## src/rtl/seg_guard_pkg.sv

```systemverilog
package seg_guard_pkg;

  localparam int unsigned RIGHTS_W    = 8;
  localparam int unsigned PRESENT_BIT = 7;

  typedef enum logic [1:0] {
    ACC_NONE  = 2'd0,
    ACC_READ  = 2'd1,
    ACC_WRITE = 2'd2,
    ACC_EXEC  = 2'd3
  } acc_op_e;

  typedef enum logic [2:0] {
    CHK_PASS    = 3'd0,
    CHK_ABSENT  = 3'd1,
    CHK_LIMIT   = 3'd2,
    CHK_NOREAD  = 3'd3,
    CHK_NOWRITE = 3'd4
  } chk_cause_e;

  // Data segments are readable; code segments only when their read bit is set.
  function automatic logic rights_readable(input logic [RIGHTS_W-1:0] r);
    return (r[3] == 1'b0) || (r[3] && r[1]);
  endfunction

  // Only a data segment with its write bit set accepts stores.
  function automatic logic rights_writable(input logic [RIGHTS_W-1:0] r);
    return (r & 8'h0A) == 8'h02;
  endfunction

endpackage

```

## src/rtl/seg_guard_store.sv

```systemverilog
module seg_guard_store
  import seg_guard_pkg::*;
#(
  parameter int unsigned NSEG  = 4,
  parameter int unsigned LIM_W = 16,
  localparam int unsigned SEG_W = (NSEG > 1) ? $clog2(NSEG) : 1
) (
  input  logic                     clk,
  input  logic                     rst_n,
  input  logic                     wr_en,
  input  logic [SEG_W-1:0]         wr_seg,
  input  logic [RIGHTS_W-1:0]      wr_rights,
  input  logic [LIM_W-1:0]         wr_limit,
  output logic [NSEG*RIGHTS_W-1:0] rights_flat,
  output logic [NSEG*LIM_W-1:0]    limit_flat
);

  for (genvar g = 0; g < NSEG; g++) begin : g_seg
    logic                hit;
    logic [RIGHTS_W-1:0] rights_q, rights_d;
    logic [LIM_W-1:0]    limit_q, limit_d;

    assign hit = wr_en && (wr_seg == SEG_W'(g));

    always_comb begin
      rights_d = wr_rights;
      limit_d  = wr_limit;
    end

    always_ff @(posedge clk or negedge rst_n) begin
      if (!rst_n) begin
        rights_q <= '0;
        limit_q  <= '0;
      end else if (hit) begin
        rights_q <= rights_d;
        limit_q  <= limit_d;
      end
    end

    assign rights_flat[g*RIGHTS_W +: RIGHTS_W] = rights_q;
    assign limit_flat[g*LIM_W +: LIM_W]        = limit_q;
  end

endmodule

```

## src/rtl/seg_guard_eval.sv

```systemverilog
module seg_guard_eval
  import seg_guard_pkg::*;
#(
  parameter int unsigned LIM_W  = 16,
  parameter int unsigned SIZE_W = 2
) (
  input  logic                prot_en,
  input  logic [RIGHTS_W-1:0] rights,
  input  logic [LIM_W-1:0]    limit,
  input  logic [LIM_W-1:0]    off,
  input  logic [SIZE_W-1:0]   size,
  input  acc_op_e             op,
  output chk_cause_e          cause
);

  localparam int unsigned SUM_W = LIM_W + 1;

  logic [SUM_W-1:0] end_pos;
  logic             over_limit;

  // The sum is one bit wider than the offset, so an access that runs past 0xFFFF does not wrap.
  assign end_pos    = {1'b0, off} + {{(SUM_W-SIZE_W){1'b0}}, size};
  assign over_limit = end_pos > {1'b0, limit};

  // Checks in priority order: present, then limit, then type.
  always_comb begin
    cause = CHK_PASS;
    if (prot_en) begin
      if (!rights[PRESENT_BIT]) begin
        cause = CHK_ABSENT;
      end else if (over_limit) begin
        cause = CHK_LIMIT;
      end else begin
        unique case (op)
          ACC_READ:  if (!rights_readable(rights)) cause = CHK_NOREAD;
          ACC_WRITE: if (!rights_writable(rights)) cause = CHK_NOWRITE;
          default:   cause = CHK_PASS;
        endcase
      end
    end
  end

endmodule

```

## src/rtl/seg_guard_verdict.sv

```systemverilog
module seg_guard_verdict
  import seg_guard_pkg::*;
#(
  parameter int unsigned VEC_W     = 8,
  parameter int unsigned FAULT_VEC = 13
) (
  input  logic             clk,
  input  logic             rst_n,
  input  logic             req_valid,
  input  chk_cause_e       cause,
  output logic             ok_pulse,
  output logic             fault_pulse,
  output logic [VEC_W-1:0] fault_vec
);

  logic             ok_d, fault_d;
  logic [VEC_W-1:0] vec_d;

  always_comb begin
    ok_d    = req_valid && (cause == CHK_PASS);
    fault_d = req_valid && (cause != CHK_PASS);
    vec_d   = fault_d ? VEC_W'(FAULT_VEC) : '0;
  end

  always_ff @(posedge clk or negedge rst_n) begin
    if (!rst_n) begin
      ok_pulse    <= 1'b0;
      fault_pulse <= 1'b0;
      fault_vec   <= '0;
    end else begin
      ok_pulse    <= ok_d;
      fault_pulse <= fault_d;
      fault_vec   <= vec_d;
    end
  end

endmodule

```

## src/rtl/seg_guard.sv

```systemverilog
module seg_guard
  import seg_guard_pkg::*;
#(
  parameter int unsigned NSEG      = 4,
  parameter int unsigned LIM_W     = 16,
  parameter int unsigned SIZE_W    = 2,
  parameter int unsigned VEC_W     = 8,
  parameter int unsigned FAULT_VEC = 13,
  localparam int unsigned SEG_W    = (NSEG > 1) ? $clog2(NSEG) : 1
) (
  input  logic                clk,
  input  logic                rst_n,
  input  logic                prot_en,
  input  logic                req_valid,
  input  logic [SEG_W-1:0]    req_seg,
  input  logic [LIM_W-1:0]    req_off,
  input  logic [SIZE_W-1:0]   req_size,
  input  logic [1:0]          req_op,
  input  logic                wr_en,
  input  logic [SEG_W-1:0]    wr_seg,
  input  logic [RIGHTS_W-1:0] wr_rights,
  input  logic [LIM_W-1:0]    wr_limit,
  output logic                ok_pulse,
  output logic                fault_pulse,
  output logic [VEC_W-1:0]    fault_vec
);

  // The reset asserts at once and releases on the clock.
  logic [1:0] rst_sync_q;
  logic       rst_int_n;

  always_ff @(posedge clk or negedge rst_n) begin
    if (!rst_n) rst_sync_q <= 2'b00;
    else        rst_sync_q <= {rst_sync_q[0], 1'b1};
  end
  assign rst_int_n = rst_sync_q[1];

  logic [NSEG*RIGHTS_W-1:0] rights_flat;
  logic [NSEG*LIM_W-1:0]    limit_flat;
  logic [RIGHTS_W-1:0]      sel_rights;
  logic [LIM_W-1:0]         sel_limit;
  chk_cause_e               cause;

  seg_guard_store #(.NSEG(NSEG), .LIM_W(LIM_W)) u_store (
    .clk         (clk),
    .rst_n       (rst_int_n),
    .wr_en       (wr_en),
    .wr_seg      (wr_seg),
    .wr_rights   (wr_rights),
    .wr_limit    (wr_limit),
    .rights_flat (rights_flat),
    .limit_flat  (limit_flat)
  );

  // Reads the registered descriptor, so a write in this cycle is not seen yet.
  assign sel_rights = rights_flat[req_seg*RIGHTS_W +: RIGHTS_W];
  assign sel_limit  = limit_flat[req_seg*LIM_W +: LIM_W];

  seg_guard_eval #(.LIM_W(LIM_W), .SIZE_W(SIZE_W)) u_eval (
    .prot_en (prot_en),
    .rights  (sel_rights),
    .limit   (sel_limit),
    .off     (req_off),
    .size    (req_size),
    .op      (acc_op_e'(req_op)),
    .cause   (cause)
  );

  seg_guard_verdict #(.VEC_W(VEC_W), .FAULT_VEC(FAULT_VEC)) u_verdict (
    .clk         (clk),
    .rst_n       (rst_int_n),
    .req_valid   (req_valid),
    .cause       (cause),
    .ok_pulse    (ok_pulse),
    .fault_pulse (fault_pulse),
    .fault_vec   (fault_vec)
  );

endmodule

```

## config.mk

```make
export PLATFORM = sky130hd
export DESIGN_NAME = seg_guard
export DESIGN_NICKNAME = d
export VERILOG_FILES = /design/src/rtl/seg_guard_pkg.sv /design/src/rtl/seg_guard_store.sv /design/src/rtl/seg_guard_eval.sv /design/src/rtl/seg_guard_verdict.sv /design/src/rtl/seg_guard.sv
export SDC_FILE = /design/constraint.sdc
export NUM_CORES = 1
export LEC_CHECK = 0
export BUFFER_PORTS_ARGS = -buffer_cell sky130_fd_sc_hd__clkbuf_2
export CORE_MARGIN = 2
export CORE_UTILIZATION = 59
export CTS_CLUSTER_DIAMETER = 200
export DETAILED_ROUTE_END_ITERATION = 10
export GPL_TIMING_DRIVEN = 0
export PLACE_DENSITY = 0.9
export SLEW_MARGIN = 40
export SYNTH_ARGS = -nofsm -noshare
export SYNTH_HDL_FRONTEND = slang
export SYNTH_HIERARCHICAL = 1
export SYNTH_SLANG_ARGS = --single-unit
```

## constraint.sdc

```tcl
create_clock -name clk -period 3.52 [get_ports clk]
set_clock_uncertainty 0.2 [all_clocks]
set_input_delay 0.352 -clock clk [delete_from_list [all_inputs] [get_ports clk]]
set_output_delay 0.352 -clock clk [all_outputs]
set_load 0.005 [all_outputs]
```

Word level (Yosys, flattened, before mapping)
Index checks and enable logic that the tools add are counted.

word-level totals
  flip-flop bits (word level) = 108
  input port bits = 53
  output and inout bits = 10

operators by class
  add/sub/neg operators = 1
  order comparisons = 1
  equality and inequality tests = 6
  shifts and indexed selects = 2
  multiplexer cells = 7
  bitwise logic cells = 1
  reductions and logical operators = 11

operators with widths
  cell                                            count
  indexed part select 64 x 7 -> 16 bit            1
  indexed part select 32 x 6 -> 8 bit             1
  adder 16 x 2 -> 17 bit                          1
  greater-than comparator 17 x 16 -> 1 bit        1
  2-to-1 mux 3 bit                                4
  logical AND 1 bit                               7
  == test 2 x 1 -> 1 bit (second input constant)  3
  == test 2 bit (second input constant)           3
  case mux 3 bit (2 select lines)                 1
  2-to-1 mux 4 bit                                1
  zero test 3 bit                                 1
  nonzero test 3 bit                              1
  zero test 2 bit                                 1
  2-to-1 mux 2 bit                                1
  logical OR 1 bit                                1
  NOT 1 bit                                       1

Logic depth before layout (Yosys ltp)
  depth in word-level cells = 11
  depth in mapped cells = 13

By module
The synthesis kept the hierarchy.

by module, submodules not included
  module             times used  cells an instance  area an instance (um^2)
  seg_guard_store    1           204                3,597.2
  seg_guard_eval     1           113                869.6
  seg_guard          1           33                 674.4
  seg_guard_verdict  1           13                 137.6

Worst setup path before layout
OpenSTA, ideal clock, no wires.

  path type = input to register
  start point = in req_off[1]
  end point = reg u_verdict.fault_vec[2]
  data arrival time = 2.974 ns
  data required time = 3.196 ns
  setup slack = 0.222 ns
  cell stages on the path = 13
  buffers on the path = 0
  cells stage by stage = ha_1 a21oi_1 and4bb_2 and3_1 and3_1 xor2_1 ha_1 a21o_1 a21o_1 a211oi_1 o22ai_2 o211a_1 o31a_1

between the ends
  word-level cells in the longest chain between the ends = 8

ends and longest elaborated chain
  what                                      RTL line                 source
  start, declared                           seg_guard.sv:16          input logic [LIM_W-1:0] req_off,
  adder 16 x 2 -> 17 bit                    seg_guard_eval.sv:22     assign end_pos = {1'b0, off} + {{(SUM_W-SIZE_W){1'b0}}, size};
  greater-than comparator 17 x 16 -> 1 bit  seg_guard_eval.sv:23     assign over_limit = end_pos > {1'b0, limit};
  2-to-1 mux 3 bit                          seg_guard_eval.sv:31     end else if (over_limit) begin
  2-to-1 mux 3 bit                          seg_guard_eval.sv:29     if (!rights[PRESENT_BIT]) begin
  2-to-1 mux 3 bit                          seg_guard_eval.sv:28     if (prot_en) begin
  via cause[1]                              seg_guard.sv:42          chk_cause_e cause;
  nonzero test 3 bit                        seg_guard_verdict.sv:21  fault_d = req_valid && (cause != CHK_PASS);
  logical AND 1 bit                         seg_guard_verdict.sv:21
  via u_verdict.fault_d                     seg_guard_verdict.sv:16  logic ok_d, fault_d;
  2-to-1 mux 4 bit                          seg_guard_verdict.sv:22  vec_d = fault_d ? VEC_W'(FAULT_VEC) : '0;
  end signal, assigned                      seg_guard_verdict.sv:33  fault_vec <= vec_d;
  end, declared                             seg_guard_verdict.sv:13  output logic [VEC_W-1:0] fault_vec

The timed path passes the listed nets, and every way through them passes these cells.
A chain may end at the register's enable or synchronous reset.

Final worst setup path
Same ends and word-level chain as after synthesis.

==> metrics.txt <==
Die H 90.68 um; via count 2826; CTS tree done; critical path class input pin to register; core area 7253 um^2; Routed WL per cell 17.87 um; Global Route Usage Sum 22.90%; CTS H-tree depth 3; First-pass DRT Iterations 4; Worst R2R Path Depth 9; pre-CTS setup slack -0.1479 ns; Net count, final 459; drt drc 0; Worst setup SP type input pin; first-pass GRT wire length 14680 um; CP max stage delay 0.37 ns; final slew viol count 0; total CTS buffers 9; post-DR vias/cell 5.779; post-layout util 70.31%; CTS max path bufs 2; pwr dens 508.2 nW/um^2; Crit. End Element register; Mapped Area 4433 um^2; largest net degree at the start of global routing 46; setup violators final 0; Post-Route WL 8739 um; number of max-cap violations 0; arrival time worst endpoint 3.37 ns; most frequent cells in the layout 79 x dfrtp_1, 75 x mux2_2, 50 x clkbuf_2; cts repair resizes 0; Die Area 8223 um^2; Period minus WS final 3.330 ns; share of layout cells above drive strength 1 49.23%; grt total ovfl 0; WHS Path Cells 2; Post-DRT Antenna Nets 0; total leakage power 2.355 nW; outcome finished clean; Hold Path Class input pin to register; Power Total 2.592 mW; worst setup margin 0.1900 ns; Final Cycle Share 94.60%; HPWL Detailed 6534 um; Crit Path Max Fanout 3; commonest non-fill, non-tap cell in the layout dfrtp_1; chip width 90.68 um; vias in the first global route 2933; critical path depth 14; ant diodes 0; Final Wtd Congestion 0.7741; Hold Vio Cnt, Final 0; DR iter-0 viols 129; Worst-path clk slew 0.08 ns; Layout Area Growth over Synthesis 15.04%; slowest stage cell, crit path a211oi_1; initial core utilization 61.12%; clk_lat worst skew 0.34 ns; WP buf/inv 1; Warnings, synthesis 6; I/O pin count 63; I/O Buffers 50; required time of the critical path 3.56 ns; Synth Instances 318; Syn Area/Cell 13.94 um^2; CTS Sinks 80; RSZ-0062 raised after global routing false; CP delay by family, top compound AO/OA/AOI/OAI gates; Std-Cell Rows 31; crit-path cells clkbuf_2 > ha_1 > a21oi_1 > and4bb_2 > and3_1 > and3_1 > xor2_1 > ha_1 > a21o_1 > a21o_1 > a211oi_1 > o22ai_2 > o211a_1 > o31a_1; Worst IR Drop VDD 0.2980 mV; initial antenna violation count 0; Root Buffer clkbuf_8; f_max 300.3 MHz
-- worst register-to-register path, cell delays in order, from the launching register on --
cell and delay [ns]:
dfrtp_1 0.38, mux4_2 0.49, inv_1 0.08, ha_1 0.16, nand4_1 0.16, nor3_1 0.43, a2111oi_4 0.12, nor4_1 0.27
o221ai_1 0.21, o31a_1 0.31
-- per-stage QoR --
step	TNS [ns]	hold slack, ns	cells	instance area (um^2)
6_report	0	0.01945	489	5100
5_1_grt	0	0.01470	489	5100
4_1_cts	0	0.006349	489	5100
3_5_place_dp	-0.2338	-0.06059	472	4846
3_3_place_gp	-0.07569	-0.06261	471	4822
2_1_floorplan	0	-0.1436	322	4448
-- final cells by class --
cell class | instances | area (um^2)
inverters | 19 | 71.32
repair buffers | 52 | 280.3
flip-flops and latches | 80 | 2006
well taps | 99 | 123.9
fillers | 492 | 2153
multi-input cells | 201 | 2187
clock buffers | 9 | 123.9
plain buffers | 22 | 187.7
clock inverters | 7 | 120.1
-- path summary, 6_finish.rpt --
kind                                                    startpoint                                  endpoint  slack (ns)
max                                                     req_off[1]          u_verdict/fault_vec[2]$_DFF_PN0_        0.19
min reg2reg                                rst_sync_q[1]$_DFF_PN0_   u_store/g_seg[2].limit_q[8]$_DFFE_PN0P_        0.08
min in group asynchronous                  rst_sync_q[1]$_DFF_PN0_   u_store/g_seg[2].limit_q[8]$_DFFE_PN0P_        0.08
max reg2reg                u_store/g_seg[2].limit_q[8]$_DFFE_PN0P_          u_verdict/fault_vec[2]$_DFF_PN0_        0.60
min                                                      req_valid          u_verdict/fault_vec[2]$_DFF_PN0_        0.02
max in group asynchronous                  rst_sync_q[1]$_DFF_PN0_  u_store/g_seg[1].limit_q[12]$_DFFE_PN0P_        2.46
-- layer usage --
layer | up-vias | global-route usage [%] | routed length [um]
li1 | 1296 | - | -
met1 | 1450 | 30.07 | 3841
met2 | 68 | 38.43 | 4399
met3 | 12 | 4.174 | 367
met4 | 0 | 8.077 | 129
met5 | - | 0 | 0
-- flip-flops by register name, summed over array words and instances (netlist names) --
register	count
u_store/g_seg.limit_q	64
u_store/g_seg.rights_q	12
rst_sync_q	2
u_verdict/fault_vec	1
u_verdict/ok_pulse	1
-- power breakdown --
part	switching [mW]	leakage, nW	internal, mW
combinational	0.261	1.29	0.345
sequential	0.0904	0.947	1.09
clock	0.334	0.119	0.472
total	0.686	2.36	1.91
-- what timing repair did --
action	in CTS	in global routing
endpoints found under the hold margin	2	0
setup buffers	0	0
hold buffers	1	0
No activity file was read; power rests on OpenSTA's default activity.
